--- src/rtl/pef_pkg.sv ---
package pef_pkg;

  typedef enum logic [1:0] {
    OP_TYPE   = 2'd0,
    OP_ARM    = 2'd1,
    OP_DISARM = 2'd2,
    OP_BAD    = 2'd3
  } pef_op_e;

endpackage

--- src/rtl/pef_cfg.sv ---
module pef_cfg
  import pef_pkg::*;
#(
  parameter int NPINS  = 64,
  parameter int BANK_W = 32,
  localparam int PW    = $clog2(NPINS),
  localparam int NBANK = NPINS / BANK_W
) (
  input  logic             clk,
  input  logic             rst_n,
  input  logic             cmd_valid,
  input  logic [1:0]       cmd_op,
  input  logic [PW-1:0]    cmd_pin,
  input  logic [1:0]       cmd_type,
  output logic [NPINS-1:0] arm_q,
  output logic [NPINS-1:0] rsel_q,
  output logic [NPINS-1:0] fsel_q,
  output logic [NBANK-1:0] refresh,
  output logic [NBANK-1:0] bank_en,
  output logic             cmd_err
);

  localparam int BLG = $clog2(BANK_W);

  logic [NPINS-1:0] arm_d, rsel_d, fsel_d;
  logic             err_d;
  logic             upd;
  pef_op_e          op;

  assign op = pef_op_e'(cmd_op);

  always_comb begin
    arm_d   = arm_q;
    rsel_d  = rsel_q;
    fsel_d  = fsel_q;
    err_d   = 1'b0;
    refresh = '0;
    if (cmd_valid) begin
      case (op)
        OP_TYPE: begin
          if (cmd_type == 2'b00) begin
            err_d = 1'b1;
          end else begin
            rsel_d[cmd_pin] = cmd_type[0];
            fsel_d[cmd_pin] = cmd_type[1];
          end
        end
        OP_ARM: begin
          if (!arm_q[cmd_pin]) begin
            arm_d[cmd_pin] = 1'b1;
            refresh = NBANK'(1) << (cmd_pin >> BLG);
          end
        end
        OP_DISARM: arm_d[cmd_pin] = 1'b0;
        default:   err_d = 1'b1;
      endcase
    end
  end

  assign upd = cmd_valid;

  always_ff @(posedge clk or negedge rst_n) begin
    if (!rst_n) begin
      arm_q  <= '0;
      rsel_q <= '0;
      fsel_q <= '0;
    end else if (upd) begin
      arm_q  <= arm_d;
      rsel_q <= rsel_d;
      fsel_q <= fsel_d;
    end
  end

  always_ff @(posedge clk or negedge rst_n) begin
    if (!rst_n) cmd_err <= 1'b0;
    else        cmd_err <= err_d;
  end

  for (genvar g = 0; g < NBANK; g++) begin : g_bank
    assign bank_en[g] = |arm_q[g*BANK_W +: BANK_W];
  end

endmodule

--- src/rtl/pef_eval.sv ---
module pef_eval #(
  parameter int NPINS  = 64,
  parameter int BANK_W = 32,
  localparam int NBANK = NPINS / BANK_W
) (
  input  logic             clk,
  input  logic             rst_n,
  input  logic             go,
  input  logic [NPINS-1:0] pin_now,
  input  logic [NPINS-1:0] arm_q,
  input  logic [NPINS-1:0] rsel_q,
  input  logic [NPINS-1:0] fsel_q,
  input  logic [NBANK-1:0] refresh,
  output logic [NPINS-1:0] evt_n,
  output logic [NPINS-1:0] rise_q,
  output logic [NPINS-1:0] fall_q,
  output logic [NPINS-1:0] evt_q
);

  logic [NPINS-1:0] prev_q, prev_d;
  logic [NPINS-1:0] rise_n, fall_n;
  logic             prev_en;

  assign rise_n = ~prev_q & pin_now & arm_q & rsel_q;
  assign fall_n = prev_q & ~pin_now & arm_q & fsel_q;
  assign evt_n  = rise_n | fall_n;

  for (genvar g = 0; g < NBANK; g++) begin : g_snap
    assign prev_d[g*BANK_W +: BANK_W] = (go || refresh[g]) ?
        pin_now[g*BANK_W +: BANK_W] : prev_q[g*BANK_W +: BANK_W];
  end

  assign prev_en = go || (|refresh);

  always_ff @(posedge clk or negedge rst_n) begin
    if (!rst_n)       prev_q <= '0;
    else if (prev_en) prev_q <= prev_d;
  end

  always_ff @(posedge clk or negedge rst_n) begin
    if (!rst_n) begin
      rise_q <= '0;
      fall_q <= '0;
      evt_q  <= '0;
    end else if (go) begin
      rise_q <= rise_n;
      fall_q <= fall_n;
      evt_q  <= evt_n;
    end
  end

endmodule

--- src/rtl/pef_dispatch.sv ---
module pef_dispatch #(
  parameter int NPINS = 64,
  localparam int PW   = $clog2(NPINS)
) (
  input  logic             clk,
  input  logic             rst_n,
  input  logic             go,
  input  logic [NPINS-1:0] evt_n,
  input  logic             idx_ready,
  output logic             idx_valid,
  output logic [PW-1:0]    idx_data,
  output logic             busy,
  output logic             done
);

  logic [NPINS-1:0] remain_q, remain_d, lowbit, rest;
  logic             take, done_d, rem_en;

  assign lowbit    = remain_q & (~remain_q + NPINS'(1));
  assign rest      = remain_q & ~lowbit;
  assign idx_valid = |remain_q;
  assign busy      = idx_valid;
  assign take      = idx_valid && idx_ready;

  always_comb begin
    idx_data = '0;
    for (int i = NPINS - 1; i >= 0; i--) begin
      if (remain_q[i]) idx_data = PW'(i);
    end
  end

  always_comb begin
    remain_d = remain_q;
    if (go)        remain_d = evt_n;
    else if (take) remain_d = rest;
    done_d = take && (rest == '0);
  end

  assign rem_en = go || take;

  always_ff @(posedge clk or negedge rst_n) begin
    if (!rst_n)      remain_q <= '0;
    else if (rem_en) remain_q <= remain_d;
  end

  always_ff @(posedge clk or negedge rst_n) begin
    if (!rst_n) done <= 1'b0;
    else        done <= done_d;
  end

endmodule

--- src/rtl/pin_edge_filter.sv ---
module pin_edge_filter #(
  parameter int NPINS  = 64,
  parameter int BANK_W = 32,
  localparam int PW    = $clog2(NPINS),
  localparam int NBANK = NPINS / BANK_W
) (
  input  logic             clk,
  input  logic             rst_n,
  input  logic [NPINS-1:0] pin_now,
  input  logic             strobe,
  input  logic             cmd_valid,
  input  logic [1:0]       cmd_op,
  input  logic [PW-1:0]    cmd_pin,
  input  logic [1:0]       cmd_type,
  output logic             cmd_err,
  output logic [NBANK-1:0] bank_en,
  output logic [NPINS-1:0] rising_vec,
  output logic [NPINS-1:0] falling_vec,
  output logic [NPINS-1:0] evt_vec,
  output logic             idx_valid,
  input  logic             idx_ready,
  output logic [PW-1:0]    idx_data,
  output logic             done
);

  logic [1:0]       rs_q;
  logic             rst_int_n;
  logic [NPINS-1:0] arm_w, rsel_w, fsel_w, evt_n;
  logic [NBANK-1:0] refresh;
  logic             busy, go, pend_q, pend_d;

  // reset: asserted asynchronously, released after two clock edges
  always_ff @(posedge clk or negedge rst_n) begin
    if (!rst_n) rs_q <= 2'b00;
    else        rs_q <= {rs_q[0], 1'b1};
  end
  assign rst_int_n = rs_q[1];

  assign go = (strobe || pend_q) && !busy;

  always_comb begin
    pend_d = pend_q;
    if (go)                   pend_d = 1'b0;
    else if (strobe && busy)  pend_d = 1'b1;
  end

  always_ff @(posedge clk or negedge rst_int_n) begin
    if (!rst_int_n) pend_q <= 1'b0;
    else            pend_q <= pend_d;
  end

  pef_cfg #(.NPINS(NPINS), .BANK_W(BANK_W)) u_cfg (
    .clk      (clk),
    .rst_n    (rst_int_n),
    .cmd_valid(cmd_valid),
    .cmd_op   (cmd_op),
    .cmd_pin  (cmd_pin),
    .cmd_type (cmd_type),
    .arm_q    (arm_w),
    .rsel_q   (rsel_w),
    .fsel_q   (fsel_w),
    .refresh  (refresh),
    .bank_en  (bank_en),
    .cmd_err  (cmd_err)
  );

  pef_eval #(.NPINS(NPINS), .BANK_W(BANK_W)) u_eval (
    .clk    (clk),
    .rst_n  (rst_int_n),
    .go     (go),
    .pin_now(pin_now),
    .arm_q  (arm_w),
    .rsel_q (rsel_w),
    .fsel_q (fsel_w),
    .refresh(refresh),
    .evt_n  (evt_n),
    .rise_q (rising_vec),
    .fall_q (falling_vec),
    .evt_q  (evt_vec)
  );

  pef_dispatch #(.NPINS(NPINS)) u_disp (
    .clk      (clk),
    .rst_n    (rst_int_n),
    .go       (go),
    .evt_n    (evt_n),
    .idx_ready(idx_ready),
    .idx_valid(idx_valid),
    .idx_data (idx_data),
    .busy     (busy),
    .done     (done)
  );

endmodule

--- config.mk ---
export PLATFORM = sky130hd
export DESIGN_NAME = pin_edge_filter
export DESIGN_NICKNAME = d
export VERILOG_FILES = /design/src/rtl/pef_pkg.sv /design/src/rtl/pef_cfg.sv /design/src/rtl/pef_eval.sv /design/src/rtl/pef_dispatch.sv /design/src/rtl/pin_edge_filter.sv
export SDC_FILE = /design/constraint.sdc
export NUM_CORES = 1
export LEC_CHECK = 0
export BUFFER_PORTS_ARGS = -buffer_cell sky130_fd_sc_hd__buf_2
export CORE_MARGIN = 1
export CORE_UTILIZATION = 29
export CTS_CLUSTER_SIZE = 10
export DETAILED_ROUTE_END_ITERATION = 8
export GPL_TIMING_DRIVEN = 0
export HOLD_SLACK_MARGIN = 0.03
export SYNTH_ARGS = -nofsm -noshare
export SYNTH_HDL_FRONTEND = slang
export SYNTH_SLANG_ARGS = --single-unit
--- constraint.sdc ---
create_clock -name clk -period 35.3 [get_ports clk]
set_input_delay 1.765 -clock clk [delete_from_list [all_inputs] [get_ports clk]]
set_output_delay 1.765 -clock clk [all_outputs]
set_load 0.02 [all_outputs]
==> flow_metrics.env <==
export IMPL_max_freq_mhz=189
export IMPL_grt_max_degree=70
export IMPL_slew_violations=0
export IMPL_post_drt_wl_per_cell_um=23.6
export IMPL_clkSinkCount=517
export IMPL_design_die_area_mm2=0.0873
export IMPL_cts_resized=0
export IMPL_crit_path_start_kind="register"
export IMPL_grt_pass1_vias=19678
export IMPL_clk_pin_slew_ns=0.06
export IMPL_synth_area_leader_cell="dfrtp_1"
export IMPL_worst_path_largest_cell_delay_ns=1.06
export IMPL_yosys_top_cells_area="dfrtp_1, mux2_2, nand2_1, nor2_1, mux2i_1"
export IMPL_setup_viol=0
export IMPL_crit_chain="clkbuf_1, or2_2, a2111oi_0, a221o_1, nand2_1, o211ai_1, buf_2"
export IMPL_cts_setup_buffers=0
export IMPL_worstMarginPinSlew_ns=1.26
export IMPL_cts_path_max_buffers=3
export IMPL_antenna_found_initial=26
export IMPL_rrSetupSlack_ns=31.28
export IMPL_syn_cell_area_mm2=0.0250
export IMPL_crit_type="register to output port"
export IMPL_grt_overflow=0
export IMPL_drive_gt1_share_pct=25.1
export IMPL_synth_seq_area_share_pct=51.8
export IMPL_synth_commonest_cells="dfrtp_1, nand2_1, nor2_1, mux2_2, inv_1"
export IMPL_drtAntennaViolNets=0
export IMPL_hold_viol=0
export IMPL_clock_skew_ns=0.0242
export IMPL_cts_tree="done"
export IMPL_cp_arrival_ns=3.51
export IMPL_initial_core_util_pct=29.3
export IMPL_synth_top_family_by_area="simple AND/OR/NAND/NOR gates"
export IMPL_clockRootBuffer="clkbuf_16"
export IMPL_reg2regPathDepth=9
export IMPL_syn_instance_count=2386
export IMPL_tns_ns=0
export IMPL_synthesis_nets=2468
export IMPL_fin_crit_ns=5.28
export IMPL_layout_area_overhead_vs_synth_pct=19.5
export IMPL_maxCapViolations=0
export IMPL_synth_top_cell_area_share_pct=51.8
export IMPL_hp_class="register to async pin"
export IMPL_finalWeightedCongestion=0.958
export IMPL_avgSynthCellArea_um2=10.5
export IMPL_synth_ff_type="dfrtp_1"
export IMPL_cts_made_buffers=60
export IMPL_die_y_um=295
export IMPL_drt_iter0_drc=1534
export IMPL_muxShareOfSynthArea_pct=12.9
export IMPL_synth_edf_count=0
export IMPL_outcome="finished, final reports clean"
export IMPL_timing_hold_ws_ns=0.336
export IMPL_via_count=20075
export IMPL_yosys_area_share_simple_pct=18.5
export IMPL_endpoint_kind="output port"
export IMPL_async_reset_ff_share_pct=100
export IMPL_slowest_stage="a2111oi_0"
export IMPL_fin_nets=2818
export IMPL_drcViolationCount=0
export IMPL_synth_compound_area_share_pct=12.2
export IMPL_hpwl_um=69300
export IMPL_crit_required_ns=33.53
export IMPL_cts_hold_buf=0
export IMPL_rr_endpoint="u_disp.remain_q[10]"
export IMPL_crit_fanout=10
export IMPL_synth_warnings=0
export IMPL_rr_startpoint="u_disp.remain_q[49]"
export IMPL_io_pins=282
export IMPL_clock_latency_ns=0.64
export IMPL_rows=107
export IMPL_drt_first_pass_iters=5
export IMPL_die_w_um=295
export IMPL_port_buffers=279
export IMPL_wirelength_um=92100
export IMPL_grt_pass1_wl_um=133000
export IMPL_slew_headroom_pct=13.8
export IMPL_viasPerCell=5.14
export IMPL_synth_distinct_cells=77
export IMPL_ys_ff_latch=517
export IMPL_synth_fa_ha_area_share_pct=0.391
export IMPL_core_area_mm2=0.0853
export IMPL_post_route_period_util_pct=14.9
export IMPL_rsz0062_at_grt="false"
export IMPL_yosysMostFrequentCell="dfrtp_1"
export IMPL_cts_max_level=2
export IMPL_synth_xor_area_share_pct=0
export IMPL_grt_usage_pct=20.8
==> worst max-delay path by stage <==
stage,slack (ns),cells after the start,endpoint,from
finish,30.02,7,idx_data[1],u_disp.remain_q[12]
global route,29.85,7,idx_data[1],u_disp.remain_q[12]
CTS,30.13,7,idx_data[1],u_disp.remain_q[12]
detailed placement,29.96,10,u_eval.prev_q[27],cmd_pin[1]
global placement,13.04,0,u_eval.evt_q[43],rs_q[1]
floorplan,19.82,0,async pin,rs_q[1]
==> cells in the final DEF (no fill, tap or decap), types with 7 or more instances in the layout <==
master and n:
o31ai_1 12, mux2_4 30, buf_2 316, nand4_1 13
nand3_1 88, or4_1 11, a21o_1 73, buf_16 9
clkbuf_1 87, dfrtp_1 516, buf_6 16, and2_1 53
mux2i_1 76, mux2_2 135, nor3_1 41, nand3b_1 7
mux2_1 30, diode_2 8, nor4_2 8, mux4_2 7
or2_2 9, a31o_2 65, inv_1 90, clkbuf_16 61
and2_0 14, nor2_1 226, o21ai_1 8, a22oi_1 21
and3b_1 65, o211ai_1 72, nand2_1 326, a21oi_1 24
nor4_1 28, o22ai_1 9, o21ai_0 80
==> cells by family (layout without fill, tap and decap cells) <==
family / Yosys count / after routing
simple gates: 925 / 925
flops: 517 / 517
compound gates: 426 / 426
mux: 278 / 278
buf+inv: 230 / 600
fa+ha+maj: 9 / 9
other cells: 1 / 9
==> cell type report <==
class	instances	area [um^2]
clock inverter	5	111
fill	8696	55400
inverter	93	349
timing repair buffer	288	1640
sequential	517	12900
buffer	137	684
clock buffer	77	1650
multi-input combinational	1639	11000
tap	1144	1430
antenna	8	20.0
==> layer usage <==
layer	global-route usage, %	vias up	share of wire, %
li1	-	9124	-
met1	27.5	10166	42
met3	5.05	156	7.5
met5	0	-	0.19
met2	33.9	599	48
met4	5.50	30	2.6
==> worst max-delay path, delay by kind of cell, from the launching register on <==
kind | cells | cell delay [ns]
compound gates | 3 | 1.56
simple gates | 2 | 0.50
buf+inv | 2 | 0.46
flops | 1 | 0.36
==> through the flow <==
| step | cells | area, um^2 | worst slack [ns] | util [%] |
|---|---|---|---|---|
| after global placement | 3809 | 27800 | 13.04 | 32.6 |
| after CTS | 3900 | 29800 | 30.13 | 35.0 |
| after detailed placement | 3818 | 28100 | 29.96 | 32.9 |
| after floorplan | 2386 | 25000 | 19.82 | - |
| after global routing | 3903 | 29800 | 29.85 | 35.0 |
| final | 3908 | 29800 | 30.02 | 35.0 |
Power is left out: the tool's default activity adds up to more than one toggle a clock period on the data nets, which glitch-free logic cannot reach.
